**config.mk**
```make
export PLATFORM = sky130hd
export DESIGN_NAME = link_train_seq
export DESIGN_NICKNAME = d
export VERILOG_FILES = /design/src/rtl/lts_pkg.sv /design/src/rtl/lts_status_chk.sv /design/src/rtl/lts_drive_calc.sv /design/src/rtl/lts_wait_ctr.sv /design/src/rtl/link_train_seq.sv
export SDC_FILE = /design/constraint.sdc
export NUM_CORES = 1
export LEC_CHECK = 0
export BUFFER_PORTS_ARGS = -buffer_cell sky130_fd_sc_hd__buf_2
export CORE_ASPECT_RATIO = 0.6
export CORE_UTILIZATION = 25
export CTS_BUF_LIST = sky130_fd_sc_hd__clkbuf_4
export DETAILED_ROUTE_END_ITERATION = 16
export PLACE_DENSITY_LB_ADDON = 0.25
export SLEW_MARGIN = 40
export SYNTH_ARGS = -nofsm -noshare
export SYNTH_HDL_FRONTEND = slang
export SYNTH_SLANG_ARGS = --single-unit
```
**constraint.sdc**
```tcl
create_clock -name clk -period 11.5 [get_ports clk]
set_input_delay 2.3 -clock clk [delete_from_list [all_inputs] [get_ports clk]]
set_output_delay 2.3 -clock clk [all_outputs]
set_load 0.05 [all_outputs]
```
**src/rtl/lts_pkg.sv**
```systemverilog
package lts_pkg;
   localparam int LANE_FW = 7;
   localparam int F_CR    = 0;
   localparam int F_EQ    = 1;
   localparam int F_LOCK  = 2;
   localparam int F_V     = 3;
   localparam int F_P     = 5;

   localparam logic [7:0] ADDR_RATE    = 8'h00;
   localparam logic [7:0] ADDR_LANES   = 8'h01;
   localparam logic [7:0] ADDR_PATTERN = 8'h02;
   localparam logic [7:0] ADDR_DRIVE   = 8'h03;
   localparam logic [7:0] ADDR_STATUS  = 8'h10;

   typedef enum logic [2:0] {
      SRC_IDLE  = 3'd0,
      SRC_START = 3'd1,
      SRC_PAT1  = 3'd2,
      SRC_PAT2  = 3'd3,
      SRC_PAT3  = 3'd4,
      SRC_DONE  = 3'd5
   } src_mode_e;

   typedef enum logic [4:0] {
      S_IDLE, S_LANES, S_RATE, S_CLR,
      S_CR_PAT, S_CR_DRV, S_CR_WAIT, S_CR_RD, S_CR_EVAL,
      S_EQ_PAT, S_EQ_WAIT, S_EQ_RD, S_EQ_EVAL, S_EQ_DRV,
      S_FIN_WAIT, S_FIN_CLR
   } fsm_e;
endpackage

```
**src/rtl/lts_status_chk.sv**
```systemverilog
module lts_status_chk
   import lts_pkg::*;
#(
   parameter int MAX_LANES = 4
) (
   input  logic [MAX_LANES*LANE_FW:0] status,
   input  logic [2:0]                 lanes,
   output logic                       cr_ok,
   output logic                       eq_ok
);
   localparam int ALIGN_BIT = MAX_LANES*LANE_FW;

   logic [MAX_LANES-1:0] lane_cr;
   logic [MAX_LANES-1:0] lane_eq;

   for (genvar i = 0; i < MAX_LANES; i++) begin : g_lane
      logic active;
      assign active     = lanes > 3'(i);
      assign lane_cr[i] = !active || status[i*LANE_FW+F_CR];
      assign lane_eq[i] = !active || (status[i*LANE_FW+F_CR] &&
                                      status[i*LANE_FW+F_EQ] &&
                                      status[i*LANE_FW+F_LOCK]);
   end

   assign cr_ok = &lane_cr;
   assign eq_ok = (&lane_eq) && status[ALIGN_BIT];
endmodule

```
**src/rtl/lts_drive_calc.sv**
```systemverilog
module lts_drive_calc
   import lts_pkg::*;
#(
   parameter int MAX_LANES = 4
) (
   input  logic [MAX_LANES*LANE_FW:0] status,
   input  logic [2:0]                 lanes,
   output logic [7:0]                 drive
);
   logic [1:0] v_max;
   logic [1:0] p_max;

   always_comb begin
      v_max = 2'd0;
      p_max = 2'd0;
      for (int i = 0; i < MAX_LANES; i++) begin
         if (lanes > 3'(i)) begin
            if (status[i*LANE_FW+F_V +: 2] > v_max) v_max = status[i*LANE_FW+F_V +: 2];
            if (status[i*LANE_FW+F_P +: 2] > p_max) p_max = status[i*LANE_FW+F_P +: 2];
         end
      end
      drive = {2'b00, (p_max == 2'd3), p_max, (v_max == 2'd3), v_max};
   end
endmodule

```
**src/rtl/lts_wait_ctr.sv**
```systemverilog
module lts_wait_ctr #(
   parameter int W = 17
) (
   input  logic         clk,
   input  logic         rst_n,
   input  logic         run,
   input  logic [W-1:0] limit,
   output logic         hit
);
   logic [W-1:0] cnt;

   always_ff @(posedge clk or negedge rst_n) begin
      if (!rst_n)   cnt <= '0;
      else if (run) cnt <= cnt + 1'b1;
      else          cnt <= '0;
   end

   assign hit = run && (cnt == limit - 1'b1);

   p_cnt_bound_r13: assert property (@(posedge clk) disable iff (!rst_n)
      run |-> (cnt < limit));
endmodule

```
**src/rtl/link_train_seq.sv**
```systemverilog
module link_train_seq
   import lts_pkg::*;
#(
   parameter int MAX_LANES     = 4,
   parameter int CLK_MHZ       = 200,
   parameter int SETTLE_US     = 400,
   parameter int POLL_US       = 100,
   parameter int CR_SAME_LIMIT = 5,
   parameter int EQ_TRY_LIMIT  = 5
) (
   input  logic                       clk,
   input  logic                       rst_n,
   input  logic                       start,
   input  logic [2:0]                 cfg_lanes,
   input  logic [7:0]                 cfg_sink_rev,
   input  logic                       cfg_enh_cap,
   input  logic                       cfg_tp3,
   input  logic [7:0]                 cfg_rate,
   output logic                       reg_req,
   output logic                       reg_we,
   output logic [7:0]                 reg_addr,
   output logic [7:0]                 reg_wdata,
   input  logic                       reg_ack,
   input  logic                       reg_err,
   input  logic [MAX_LANES*7:0]       reg_rdata,
   output logic [7:0]                 tx_drive,
   output logic [2:0]                 src_mode,
   output logic                       busy,
   output logic                       done,
   output logic                       pass
);
   localparam int SETTLE_CYC = SETTLE_US * CLK_MHZ;
   localparam int POLL_CYC   = POLL_US * CLK_MHZ;
   localparam int CNT_W      = $clog2(SETTLE_CYC + POLL_CYC + 1);
   localparam int ST_W       = MAX_LANES*LANE_FW + 1;
   localparam int CS_W       = $clog2(CR_SAME_LIMIT + 1);
   localparam int EQ_W       = $clog2(EQ_TRY_LIMIT + 2);

   if (!(MAX_LANES == 1 || MAX_LANES == 2 || MAX_LANES == 4)) begin : g_bad_lanes
      $error("MAX_LANES must be 1, 2 or 4");
   end
   if (SETTLE_CYC < 1 || POLL_CYC < 1) begin : g_bad_wait
      $error("wait times must be at least one cycle");
   end
   if (CR_SAME_LIMIT < 1 || EQ_TRY_LIMIT < 0) begin : g_bad_limits
      $error("retry limits out of range");
   end

   fsm_e            st;
   src_mode_e       src_q;
   logic [2:0]      lanes_q;
   logic [7:0]      lanes_byte_q;
   logic [7:0]      rate_q;
   logic            tp3_q;
   logic [7:0]      drive_q;
   logic [ST_W-1:0] stat_q;
   logic [1:0]      prev_v;
   logic            prev_valid;
   logic [CS_W-1:0] cr_same;
   logic [EQ_W-1:0] eq_tries;
   logic            cr_first;
   logic            pass_q;

   logic            cr_ok, eq_ok;
   logic [7:0]      drive_next;
   logic            w_run, w_hit;
   logic [CNT_W-1:0] w_limit;

   lts_status_chk #(.MAX_LANES(MAX_LANES)) u_chk (
      .status(stat_q), .lanes(lanes_q), .cr_ok(cr_ok), .eq_ok(eq_ok));

   lts_drive_calc #(.MAX_LANES(MAX_LANES)) u_calc (
      .status(stat_q), .lanes(lanes_q), .drive(drive_next));

   lts_wait_ctr #(.W(CNT_W)) u_wait (
      .clk(clk), .rst_n(rst_n), .run(w_run), .limit(w_limit), .hit(w_hit));

   always_comb begin
      w_run   = (st == S_CR_WAIT) || (st == S_EQ_WAIT) || (st == S_FIN_WAIT);
      w_limit = CNT_W'(POLL_CYC);
      if (st == S_CR_WAIT && cr_first) w_limit = CNT_W'(SETTLE_CYC + POLL_CYC);
      if (st == S_FIN_WAIT)            w_limit = CNT_W'(SETTLE_CYC);
   end

   always_comb begin
      reg_req   = 1'b1;
      reg_we    = 1'b1;
      reg_addr  = ADDR_PATTERN;
      reg_wdata = 8'h00;
      case (st)
         S_LANES:           begin reg_addr = ADDR_LANES; reg_wdata = lanes_byte_q; end
         S_RATE:            begin reg_addr = ADDR_RATE;  reg_wdata = rate_q;       end
         S_CLR, S_FIN_CLR:  reg_wdata = 8'h00;
         S_CR_PAT:          reg_wdata = 8'h01;
         S_EQ_PAT:          reg_wdata = tp3_q ? 8'h03 : 8'h02;
         S_CR_DRV, S_EQ_DRV: begin reg_addr = ADDR_DRIVE; reg_wdata = drive_q; end
         S_CR_RD, S_EQ_RD:  begin reg_we = 1'b0; reg_addr = ADDR_STATUS; end
         default:           begin reg_req = 1'b0; reg_addr = 8'h00; end
      endcase
   end

   always_ff @(posedge clk or negedge rst_n) begin
      if (!rst_n) begin
         st           <= S_IDLE;
         src_q        <= SRC_IDLE;
         lanes_q      <= 3'd1;
         lanes_byte_q <= 8'h00;
         rate_q       <= 8'h00;
         tp3_q        <= 1'b0;
         drive_q      <= 8'h00;
         stat_q       <= '0;
         prev_v       <= 2'd0;
         prev_valid   <= 1'b0;
         cr_same      <= '0;
         eq_tries     <= '0;
         cr_first     <= 1'b0;
         pass_q       <= 1'b0;
         busy         <= 1'b0;
         done         <= 1'b0;
      end else begin
         done <= 1'b0;
         case (st)
            S_IDLE: if (start) begin
               lanes_q      <= cfg_lanes;
               lanes_byte_q <= {(cfg_sink_rev >= 8'h11) && cfg_enh_cap, 4'b0000, cfg_lanes};
               rate_q       <= cfg_rate;
               tp3_q        <= cfg_tp3;
               drive_q      <= 8'h00;
               pass_q       <= 1'b0;
               busy         <= 1'b1;
               st           <= S_LANES;
            end
            S_LANES: if (reg_ack) st <= S_RATE;
            S_RATE:  if (reg_ack) begin src_q <= SRC_START; st <= S_CLR; end
            S_CLR:   if (reg_ack) begin src_q <= SRC_PAT1;  st <= S_CR_PAT; end
            S_CR_PAT: if (reg_ack) begin
               drive_q    <= 8'h00;
               cr_same    <= '0;
               prev_valid <= 1'b0;
               cr_first   <= 1'b1;
               st         <= S_CR_DRV;
            end
            S_CR_DRV:  if (reg_ack) st <= S_CR_WAIT;
            S_CR_WAIT: if (w_hit) begin cr_first <= 1'b0; st <= S_CR_RD; end
            S_CR_RD: if (reg_ack) begin
               if (reg_err) st <= S_FIN_WAIT;
               else begin stat_q <= reg_rdata; st <= S_CR_EVAL; end
            end
            S_CR_EVAL: begin
               if (cr_ok) begin
                  src_q    <= tp3_q ? SRC_PAT3 : SRC_PAT2;
                  eq_tries <= '0;
                  st       <= S_EQ_PAT;
               end else if (drive_q[2]) begin
                  st <= S_FIN_WAIT;
               end else if (prev_valid && drive_q[1:0] == prev_v &&
                            cr_same == CS_W'(CR_SAME_LIMIT - 1)) begin
                  st <= S_FIN_WAIT;
               end else begin
                  cr_same    <= (prev_valid && drive_q[1:0] == prev_v) ? cr_same + 1'b1 : '0;
                  prev_v     <= drive_q[1:0];
                  prev_valid <= 1'b1;
                  drive_q    <= drive_next;
                  st         <= S_CR_DRV;
               end
            end
            S_EQ_PAT:  if (reg_ack) st <= S_EQ_WAIT;
            S_EQ_WAIT: if (w_hit) st <= S_EQ_RD;
            S_EQ_RD: if (reg_ack) begin
               if (reg_err) st <= S_FIN_WAIT;
               else begin stat_q <= reg_rdata; st <= S_EQ_EVAL; end
            end
            S_EQ_EVAL: begin
               if (eq_ok) begin
                  pass_q <= 1'b1;
                  st     <= S_FIN_WAIT;
               end else if (eq_tries > EQ_W'(EQ_TRY_LIMIT)) begin
                  st <= S_FIN_WAIT;
               end else begin
                  drive_q  <= drive_next;
                  eq_tries <= eq_tries + 1'b1;
                  st       <= S_EQ_DRV;
               end
            end
            S_EQ_DRV:   if (reg_ack) st <= S_EQ_WAIT;
            S_FIN_WAIT: if (w_hit) st <= S_FIN_CLR;
            S_FIN_CLR: if (reg_ack) begin
               src_q <= SRC_DONE;
               done  <= 1'b1;
               busy  <= 1'b0;
               st    <= S_IDLE;
            end
            default: st <= S_IDLE;
         endcase
      end
   end

   assign tx_drive = drive_q;
   assign src_mode = src_q;
   assign pass     = pass_q;

   p_req_stable_r2: assert property (@(posedge clk) disable iff (!rst_n)
      (reg_req && !reg_ack) |=> (reg_req && $stable(reg_addr) && $stable(reg_wdata)));

   p_pat1_after_start_r3: assert property (@(posedge clk) disable iff (!rst_n)
      (src_q == SRC_PAT1 && $past(src_q) != SRC_PAT1) |-> ($past(src_q) == SRC_START));

   p_flag_swing_r4: assert property (@(posedge clk) disable iff (!rst_n)
      (tx_drive[1:0] == 2'd3) |-> tx_drive[2]);

   p_same_bound_r7: assert property (@(posedge clk) disable iff (!rst_n)
      cr_same < CS_W'(CR_SAME_LIMIT));

   p_eq_bound_r9: assert property (@(posedge clk) disable iff (!rst_n)
      eq_tries <= EQ_W'(EQ_TRY_LIMIT + 1));

   p_pass_from_eq_r10: assert property (@(posedge clk) disable iff (!rst_n)
      $rose(pass_q) |-> ($past(st) == S_EQ_EVAL));

   p_done_pulse_r12: assert property (@(posedge clk) disable iff (!rst_n)
      done |=> (!done && !busy));
endmodule

```
After elaboration in Yosys (flattened, before gate mapping)
Cells that the tools add are included.
{"block": "totals", "ff_bits": 91, "inputBits": 55, "out_inout_bits": 32, "word_cells": 219}
{"block": "classes", "add_sub_neg": 4, "n_lt_le_gt_ge": 14, "n_eq_ne": 40, "mux": 84, "bitwise_logic": 4, "reduce_logical": 55}
{"operator": "one-hot mux 5 bit (15 select lines)", "count": 1}
{"operator": "2-to-1 mux 5 bit", "count": 13}
{"operator": "2-to-1 mux 8 bit", "count": 7}
{"operator": "2-to-1 mux 17 bit", "count": 3}
{"operator": "2-to-1 mux 3 bit", "count": 14}
{"operator": "equality test 5 x 4 -> 1 bit (second input constant)", "count": 8}
{"operator": "one-hot mux 8 bit (5 select lines)", "count": 1}
{"operator": "2-to-1 mux 2 bit", "count": 19}
{"operator": "inequality test 2 bit (second input constant)", "count": 16}
{"operator": "one-hot mux 8 bit (4 select lines)", "count": 1}
{"operator": "equality test 5 x 3 -> 1 bit (second input constant)", "count": 4}
{"operator": "one-hot mux 5 bit (4 select lines)", "count": 1}
{"operator": "adder 17 x 1 -> 17 bit (second input constant)", "count": 1}
{"operator": "equality test 17 bit", "count": 1}
{"operator": "subtractor 17 x 1 -> 17 bit (second input constant)", "count": 1}
{"operator": "AND reduction 4 bit", "count": 4}
{"operator": "logical AND 1 bit", "count": 14}
{"operator": "2-to-1 mux 1 bit", "count": 14}
{"operator": "AND reduction 13 bit", "count": 1}
{"operator": "> comparator 2 bit", "count": 6}
{"operator": "2-to-1 mux 4 bit", "count": 3}
{"operator": "one-hot mux 3 bit (2 select lines)", "count": 2}
{"operator": "one-hot mux 3 bit (4 select lines)", "count": 1}
{"operator": "AND reduction 3 bit", "count": 4}
{"operator": "other kinds (26)", "count": 61}

Longest topological paths before layout
{"block": "logic_depth", "ltp_word": 17, "ltp_mapped": 17, "ltp_nobuf": 15}

Modules after synthesis
From an unflattened synthesis, not the netlist that was laid out.
{"block": "unflattened", "cells_unflattened": 613, "hier_area_um2": 5736.8}
{"mod": "link_train_seq", "n_inst": 1, "cells_each": 349, "area_per_inst_um2": 3539.6, "seq_area_each_um2": 1778.0}
{"mod": "lts_wait_ctr", "n_inst": 1, "cells_each": 156, "area_per_inst_um2": 1418.9, "seq_area_each_um2": 425.4}
{"mod": "lts_drive_calc", "n_inst": 1, "cells_each": 94, "area_per_inst_um2": 689.4, "seq_area_each_um2": 0.0}
{"mod": "lts_status_chk", "n_inst": 1, "cells_each": 14, "area_per_inst_um2": 88.8, "seq_area_each_um2": 0.0}

Worst setup path before layout
OpenSTA, ideal clock, no wires.
{"block": "synth_path", "path_kind": "flip-flop to output port", "from": "register st[2]", "to": "output port reg_addr[4]", "arrival_ns": 2.056, "required_time_ns": 9.200, "setup_slack_ns": 7.144, "path_stages_with_launch": 5, "path_buffers": 1, "path_cell_list": "dfrtp_1 and2b_1 clkbuf_1 o21bai_1 inv_1"}
{"block": "synth_via", "elab_chain_cells": 3, "elab_cells_between_ends": 13, "classes_between": "eq/ne (9); mux (1); reduce/logical (3)"}
{"element": "start, declared", "line": "link_train_seq.sv:49", "rtl": "fsm_e st;"}
{"element": "start signal, assigned", "line": "link_train_seq.sv:104", "rtl": "st <= S_IDLE;"}
{"element": "start signal, assigned", "line": "link_train_seq.sv:131", "rtl": "st <= S_LANES;"}
{"element": "start signal, assigned", "line": "link_train_seq.sv:133", "rtl": "S_LANES: if (reg_ack) st <= S_RATE;"}
{"element": "equality test 5 x 4 -> 1 bit, or another cell as far along", "line": "link_train_seq.sv:90", "rtl": "case (st)"}
{"element": "OR reduction 4 bit (no source line) / OR reduction 2 bit (equally long branches)"}
{"element": "one-hot mux 5 bit (4 select lines) (*)", "line": "link_train_seq.sv:90"}
{"element": "end, declared", "line": "link_train_seq.sv:21", "rtl": "output logic [7:0] reg_addr,"}
Every way passes the cells marked *; elsewhere a longest branch is shown, timed or not.

Worst setup path in the final report
{"block": "layout_path", "from": "register st[0]", "to": "output port reg_wdata[0]"}
{"block": "layout_via", "elab_chain_cells": 3, "elab_cells_between_ends": 8, "classes_between": "eq/ne (6); mux (1); reduce/logical (1)"}
{"element": "equality test 5 x 4 -> 1 bit / equality test 5 x 3 -> 1 bit (equally long branches)", "line": "link_train_seq.sv:90"}
{"element": "OR reduction 2 bit"}
{"element": "one-hot mux 8 bit (5 select lines) (*)", "line": "link_train_seq.sv:90"}
{"element": "end, declared", "line": "link_train_seq.sv:22", "rtl": "output logic [7:0] reg_wdata,"}
Marked as above.

==> summary by stage <==
Setup path
The endpoint identified for the worst register-to-register timing path is tx_drive[2]. The biggest cell delay along the critical path is 0.68 ns. The kind of capture point of the worst setup path is an output port.

The length in cells of the worst reg-to-reg path is 15. The required time reported for the critical path endpoint is 9.20 ns. Walking the worst path, the cells encountered are clkinv_1 -> nor2_1 -> a22oi_1 -> o22ai_1 -> buf_2. The buffer and inverter count on the worst path is 2. Broken down by cell family, the worst path's largest delay share belongs to flip-flops. The reg2reg setup slack is 7.21 ns. Of all nets on the critical path, the largest fanout is 16. In this run the critical register-to-register path is launched from lanes_byte_q[2]. The slowest stage of the critical path is the dfrtp_1 cell. STA classifies the critical path startpoint as a register.

The worst setup path category is reg -> out. Data arrives at the worst endpoint at between 2 and 3 ns.

Logic synthesis
The number of warnings issued by yosys is 0. The post-synthesis simple-gate area fraction is 19.2%. The fraction of the mapped netlist area in compound gates is 14.5%. In the synthesized netlist, mux cells make up ~8.4% of the area. The share of the Yosys chip area taken by registers is 43.4%.

The most frequently used flop master after synthesis is dfrtp_1. The number of synthesized flops with an enable pin is 0. Averaged over all synthesized cells, the footprint is 9.52 µm². The synthesized netlist devotes 5.55% of its cell area to adder and majority cells. The netlist uses 69 different library cells. The dominant combinational cell family by area after synthesis is simple AND/OR/NAND/NOR gates.

The mapped netlist covers ~5000 µm². After synthesis the netlist holds a flip-flop and latch count of 86. Sorting the synthesized cells by area gives the leading types as dfrtp_1 43%, mux2_2 5.9%, nand2_1 5.7%. The largest total area in the synthesized netlist belongs to dfrtp_1. The xor and xnor fraction of the mapped netlist area is about 3.2%.

The gate count of the mapped netlist is 521. The leading cell type by number of instances after synthesis is dfrtp_1. The share of synthesized registers carrying an async set or reset is 100%. The share of synthesized area in the top cell type comes to 42.9%. By count the netlist is led by 85 x dfrtp_1, 75 x nand2_1, 51 x nor2_1, 30 x inv_1.

Floorplanning
The core region is between 15,000 and 20,000 µm². In this run the count of I/O pins placed on the die edge is 87. The starting density of the core is 25.8%. The count of standard-cell rows is 39. The die is 184 µm wide. The floorplan die area is between 20,000 and 25,000 µm². The vertical die dimension is 111 µm.

Global routing
Global routing finished with a remaining overflow of 0. The first global-routing pass estimated 22.5 mm of wire. Entering global routing, the biggest net connects 55 pins.

The overall fraction of global-route tracks in use is 14.4%. The via count of the first global-routing pass is roughly 4,100. The initial antenna violation count is 0.

Worst hold path
The startpoint identified for the worst hold timing path is u_wait.cnt[0]. The tightest min-delay check is of the reg -> reg type. The count of cells along the worst hold path is 1. The hold-critical path endpoint is u_wait.cnt[0].

Timing
Setup repair after global routing left no endpoint under its margin. The count of endpoints failing setup in the final report is 0. The count of final max-slew check failures came to 0.

The worst relative slew slack is 47.8%. The number of hold violations in the final report is 0. Based on the critical path, the design can be clocked at up to 0.194 GHz. The final-layout setup total negative slack is 0 ns.

The final worst-path setup slack is 6.35 ns. The actual slew at the worst max-slew pin is 0.783 ns. The smallest clock period supported by the final layout is computed as slightly above 5 ns. Across the routed clock network, the largest skew measured is around 0.026 ns. Dividing the final minimum period by the clock period gives 44.8%.

Across all hold checks on the routed design, the worst slack comes to 0.494 ns.

Routing
For this run, the detailed router's first-pass iteration total came to 7. The number of DRC markers in iteration 0 is 215. The post-detailed-route DRC marker count is 0. After detailed routing, the average wire length per cell comes to 15.9 µm. The sum of routed wire length over all layers is ~14 mm.

The via total after detailed routing is approximately 4,000. The count of nets left with antenna violations once routing finished came out at 0. In the routed layout, each cell is associated on average with a via count of 4.66.

Power and ir drop
For this design the ratio of total power to cell area is approximately 270 nW/µm². VDD sags by at most about 0.000084 V. Summed over all cells, the static leakage comes to around 2.6 nW. Summing internal, switching and leakage power gives roughly 1.6 mW.

Cells and area
The number of diodes is 0. For this run, the share of the core covered by cells in the final layout is 29.8%. The net total in the final layout is 667. Cells with a size suffix above 1 make up 24.2% of the layout. Compared with the post-synthesis result, the final layout area differs by 15.4%.

Clocking
The TritonCTS clock tree is built. In this run the post-CTS setup repair buffer count came out at 0. Clock tree synthesis selected as its root buffer the cell clkbuf_4. Clock-pin slew was measured on the worst setup and hold paths at 0.16 ns. The maximum buffer depth of the clock tree is 2. Post-CTS repair changed the size of 0 cells. Clock tree synthesis inserted a total of 9 buffers. The number of hold buffers added after CTS was 0. The clock net sink count is 86. The clock insertion delay at the later pin of the skew report is 0.51 ns. In this run the number of H-tree levels came out at 3.

Placement
The placement-stage worst setup slack is 6.94 ns. The number of port buffers is 79. The post-DP HPWL is about 11 mm. At the end of routability-driven placement, the weighted congestion stood at 0.826.

Job
The number of max-cap violations is 0.

Run status
The flow ran to the end, and the final reports show no timing, DRC or antenna violations.
[area by class of cell]
cell class	instances	area, µm²
clock inverter	7	83.8
sequential	86	2150
timing repair buffer	81	413
inverter	31	116
clock buffer	9	67.6
tap	266	333
fill	2060	13500
multi-input combinational	381	2560
[placed cells by master, fill, tap and decap left out, types with 9 or more instances in the layout]
cell and n:
dfrtp_1 85, buf_2 78, nand2_1 75, nor2_1 51, inv_1 30, mux2_2 26, o21ai_0 26, ha_1 22
nand3_1 18, a21oi_1 18, o221ai_1 10, xor2_1 10, clkbuf_4 9
[state kept, by name, indices dropped and copies added (netlist names), 2 cells and up]
| signal | cells |
|---|---|
| cr_same | 3 |
| prev_v | 2 |
| src_mode | 3 |
| rate_q | 8 |
| stat_q | 29 |
| lanes_byte_q | 3 |
| tx_drive | 6 |
| u_wait.cnt | 17 |
| eq_tries | 3 |
| lanes_q | 2 |
| st | 4 |
[per-layer routing]
metal / vias to the layer above / global-route usage [%] / share of wire, %
li1: 1942 / - / -
met1: 1957 / 22.3 / 55
met2: 97 / 19.4 / 40
met3: 13 / 3.45 / 4.2
met4: 0 / 4.06 / 1.3
met5: - / 0 / 0
[metrics by stage]
step                instances  cell area, µm²
floorplan                 527            4980
global placement          845            5570
detailed placement        845            5570
CTS                       861            5720
global route              861            5720
finish                    861            5720
[worst max path at each step]
stage | from | slack (ns) | depth (start not counted) | end
global route | st[0] | 6.14 | 5 | reg_wdata[0]
global placement | st[0] | 7.08 | 5 | reg_wdata[0]
finish | st[0] | 6.35 | 5 | reg_wdata[0]
CTS | st[0] | 6.35 | 5 | reg_wdata[0]
floorplan | st[2] | 7.14 | 4 | reg_addr[4]
detailed placement | st[0] | 6.94 | 5 | reg_wdata[0]
[worst reg2reg max path: stages (launching register included)]
cell and delay, ns:
dfrtp_1 0.57, or3_1 0.52, and2_4 0.22, ha_1 0.26, inv_1 0.04, o221ai_1 0.18
mux2_2 0.40, ha_1 0.28, inv_1 0.04, o221ai_1 0.23, mux2_4 0.36, ha_1 0.27
inv_1 0.06, o221ai_1 0.19, mux2i_4 0.26, o41ai_1 0.31
[where the power goes]
group	switching, mW	leakage, nW	internal (mW)
registers	0.129	1.10	0.412
clock network	0.131	0.0824	0.0539
logic	0.508	1.47	0.316
[cell families after synthesis]
family,count (synthesis)
AO/OA/AOI/OAI,103
XOR/XNOR,18
adder cells (fa/ha/maj),22
buffers and inverters,60
flip-flops,86
multiplexers,35
other,1
AND/OR/NAND/NOR,196
No activity file was read; power rests on OpenSTA's default activity.
